`config.mk`:
```
export PLATFORM = sky130hd
export DESIGN_NAME = alarm_seq
export DESIGN_NICKNAME = d
export VERILOG_FILES = /design/src/rtl/alarm_seq.sv
export SDC_FILE = /design/constraint.sdc
export NUM_CORES = 1
export LEC_CHECK = 0
export ABC_AREA = 0
export CORE_AREA = 2 2 39 41
export CTS_BUF_LIST = sky130_fd_sc_hd__clkbuf_4 sky130_fd_sc_hd__clkbuf_8
export DETAILED_ROUTE_END_ITERATION = 10
export DIE_AREA = 0 0 41 43
export SLEW_MARGIN = 10
export SYNTH_ARGS = -nofsm -noshare
export SYNTH_HDL_FRONTEND = slang
export SYNTH_SLANG_ARGS = --single-unit
```
`constraint.sdc`:
```
create_clock -name clk -period 1.2 [get_ports clk]
set_input_delay 0.12 -clock clk [delete_from_list [all_inputs] [get_ports clk]]
set_output_delay 0.12 -clock clk [all_outputs]
set_load 0.05 [all_outputs]
```
`src/rtl/alarm_seq.sv`:
```
module alarm_seq #(
  parameter int SYNC_STAGES = 2
) (
  input  logic clk,
  input  logic rst_n,
  input  logic remote_in,
  input  logic sensor_in,
  output logic armed,
  output logic siren
);
  localparam int TOP = SYNC_STAGES - 1;

  typedef enum logic [2:0] {
    OFF      = 3'd0,
    ARM_HOLD = 3'd1,
    ON       = 3'd2,
    DIS_HOLD = 3'd3,
    TRIPPED  = 3'd4
  } mode_t;

  mode_t mode, mode_nx;
  logic [TOP:0] rem_q, sen_q;
  logic remote_s, sensor_s;

  always_ff @(posedge clk or negedge rst_n)
    if (!rst_n) begin
      rem_q <= '0;
      sen_q <= '0;
    end else begin
      rem_q <= {rem_q[TOP-1:0], remote_in};
      sen_q <= {sen_q[TOP-1:0], sensor_in};
    end

  assign remote_s = rem_q[TOP];
  assign sensor_s = sen_q[TOP];

  always_ff @(posedge clk or negedge rst_n)
    if (!rst_n) mode <= OFF;
    else        mode <= mode_nx;

  always_comb begin
    mode_nx = mode;
    case (mode)
      OFF:      if (remote_s)      mode_nx = ARM_HOLD;
      ARM_HOLD: if (!remote_s)     mode_nx = ON;
      ON:       if (remote_s)      mode_nx = DIS_HOLD;
                else if (sensor_s) mode_nx = TRIPPED;
      TRIPPED:  if (remote_s)      mode_nx = DIS_HOLD;
      DIS_HOLD: if (!remote_s)     mode_nx = OFF;
      default:                     mode_nx = OFF;
    endcase
  end

  always_comb begin
    armed = 1'b0;
    siren = 1'b0;
    case (mode)
      OFF:      begin armed = 1'b0; siren = 1'b0; end
      ARM_HOLD: begin armed = 1'b1; siren = 1'b0; end
      ON:       begin armed = 1'b1; siren = 1'b0; end
      DIS_HOLD: begin armed = 1'b0; siren = 1'b0; end
      TRIPPED:  begin armed = 1'b1; siren = 1'b1; end
      default:  begin armed = 1'b0; siren = 1'b0; end
    endcase
  end
endmodule

```
==> results_dict.tcl <==
set metrics [dict create \
    violations "negative setup slack" \
    gp_congestion 0.6019 \
    via_count 238 \
    dieWidth_um 41 \
    hold_slack_ns 0.1225 \
    drv_cap 0 \
    final_cell_mix "dfrtp_1, buf_4, clkbuf_4" \
    arrival_ns 1.27 \
    nNetsFinal 42 \
    drtIter0Drc 0 \
    period_needed_ns 1.387 \
    power_mw 0.7619 \
    crit_type "reg -> out" \
    avgSynthCellArea_um2 13.33 \
    reg2regPathDepth 3 \
    synthToLayoutAreaGrowth_pct 53.88 \
    fin_skew_ns 0.004706 \
    fmax_mhz 721.2 \
    grt_pass1_wl_um 1007 \
    yosys_warnings 0 \
    grt_overflow 0 \
    relSlewSlack_pct 79.64 \
    timing.final.ws_setup_ns -0.1867 \
    ys_seq_elements 7 \
    rrSetupSlack_ns -0.14 \
    setup_violations 3 \
    post_drt_wl_per_cell_um 10.98 \
    netlist_area_um2 306.5 \
    syn_nets 27 \
    dp_slack_ns -0.04977 \
    drc 0 \
    final_common_cell "dfrtp_1" \
    drive_gt1_share_pct 40.54 \
    first_global_vias 259 \
    ant_nets 0 \
    clock_latency_ns 0.25 \
    clock-root-buffer "clkbuf_4" \
    synthCells 23 \
    ios 6 \
    cts.sinks 7 \
    coreArea_mm2 0.001384 \
    grt_setup_unrepaired "true" \
    synth_top_family_by_area "simple AND/OR/NAND/NOR gates" \
    htree_levels 1 \
    peakVddDrop_mv 0.5945 \
    fp.dieH_um 43 \
    vias_per_cell 4.491 \
    fillerInstances 146 \
    dpl.hpwl_um 430.5 \
    synth_compound_area_share_pct 8.163 \
    multiInputGateArea_um2 120.1 \
    clk_pin_slew_ns 0.05 \
    synthXorXnorAreaFrac_pct 2.857 \
    synth_fa_ha_area_share_pct 0 \
    drv_slew 0 \
    cp_max_fo 4 \
    n_antenna_cell 0 \
    synth_cell_types 15 \
    outcome "finished, violations left" \
    numPortBuffers 5 \
    reg2reg_from "mode[1]$_DFFE_PN0P_" \
    antenna_found_initial 0 \
    end_kind "output pin" \
    p_leak_nw 0.2069 \
    dieArea_mm2 0.001763 \
    cts_buffers 3 \
    yosys.area_share.simple_pct 24.49 \
    fin_setup_tns_ns -0.4312 \
    startpoint_type "flip-flop" \
    cp.required_ns 1.08 \
    regArea_um2 175.2 \
    track_usage_pct 8.943 \
    cts_buffer_depth 2 \
    r2r_end "mode[1]$_DFFE_PN0P_" \
    totalWireLength_um 582 \
    ys_seq_area_share_pct 57.14 \
    power_density_mw_per_mm2 1615 \
    num_rows 14 \
    timing.final.crit_share_pct 115.6 \
    synth_mux_area_share_pct 0 \
    hold_viol 0 \
    grt_max_degree 8 \
    cts_tree "built" \
    worstMarginPinSlew_ns 0.3044 \
    hp-class "in -> async" \
    firstDrtPassIters 1 \
    start_util_pct 22.15 \
    cts_hold_buffers 0 \
]
-- synth_stat cells --
library cell	count	share of area (%)
and3b_1	1	2.9
buf_8	1	4.9
or4_1	1	2.4
xor2_1	1	2.9
and4bb_2	1	4.1
o21ai_0	2	3.3
or2b_1	1	2.4
a211oi_1	1	2.4
and2_1	1	2.0
o21a_1	1	2.4
dfrtp_1	7	57
buf_4	1	2.4
nor3b_1	1	2.4
nor4b_1	2	5.7
nand3b_1	1	2.4
-- worst max path at each step --
stage	start	endpoint	slack (ns)	depth (start not counted)
floorplan	mode[1]$_DFFE_PN0P_	mode[1]$_DFFE_PN0P_	-0.07	3
global placement	mode[1]$_DFFE_PN0P_	mode[1]$_DFFE_PN0P_	-0.01	2
detailed placement	mode[1]$_DFFE_PN0P_	mode[1]$_DFFE_PN0P_	-0.05	2
CTS	mode[1]$_DFFE_PN0P_	armed	-0.20	4
global route	mode[1]$_DFFE_PN0P_	armed	-0.22	4
finish	mode[1]$_DFFE_PN0P_	armed	-0.19	4
-- metal layers --
| layer | wire length [µm] | vias up | part of all wire (%) | global-route usage [%] |
|---|---|---|---|---|
| li1 | - | 111 | - | - |
| met1 | 186 | 119 | 32 | 8.027 |
| met2 | 363 | 8 | 62 | 15.31 |
| met3 | 32 | 0 | 5.5 | 4.712 |
| met4 | 0 | 0 | 0 | 4.000 |
| met5 | 0 | - | 0 | 0 |
-- power breakdown --
group	leakage, nW	internal, mW	switching (mW)
Clock	0.0184	0.149	0.0829
Sequential	0.0845	0.258	0.0139
Combinational	0.104	0.138	0.119
-- layout make-up --
class | instances | share of cell area [%]
repair buffers | 12 | 26.79
clock buffers | 4 | 6.366
multi-input cells | 14 | 25.46
flip-flops and latches | 7 | 37.14
well taps | 16 | 4.244
-- critical path: stages (launching register included) --
cell	delay (ns)
dfrtp_1	0.38
buf_6	0.13
xor2_1	0.15
o21a_1	0.20
buf_12	0.15
-- flip-flops by register name (all words and copies together), names as in the netlist --
register and flops:
sen_q 2, mode 3, rem_q 2
-- stage by stage --
| stage | cell area [µm²] | std cells | util [%] |
|---|---|---|---|
| after floorplan | 317.8 | 23 | - |
| after global placement | 407.9 | 45 | 29.48 |
| after detailed placement | 407.9 | 45 | 29.48 |
| after CTS | 471.7 | 53 | 34.09 |
| after global routing | 471.7 | 53 | 34.09 |
| final | 471.7 | 53 | 34.09 |
-- kinds of logic (layout without fill, tap and decap cells) --
logic type	Yosys count	after routing
and+or+nand+nor	9	9
xor gates and xnor gates	1	1
DFF	7	7
buffers and inverters	2	16
AOI/OAI and AO/OA	4	4
-- repair_timing --
item | 4_1_cts | 5_1_grt
endpoints found under the setup margin | 3 | 3
pin swaps | 1 | 1
gates resized for setup | 1 | 0
setup buffers | 4 | 0
(Power assumes the default switching activity.)
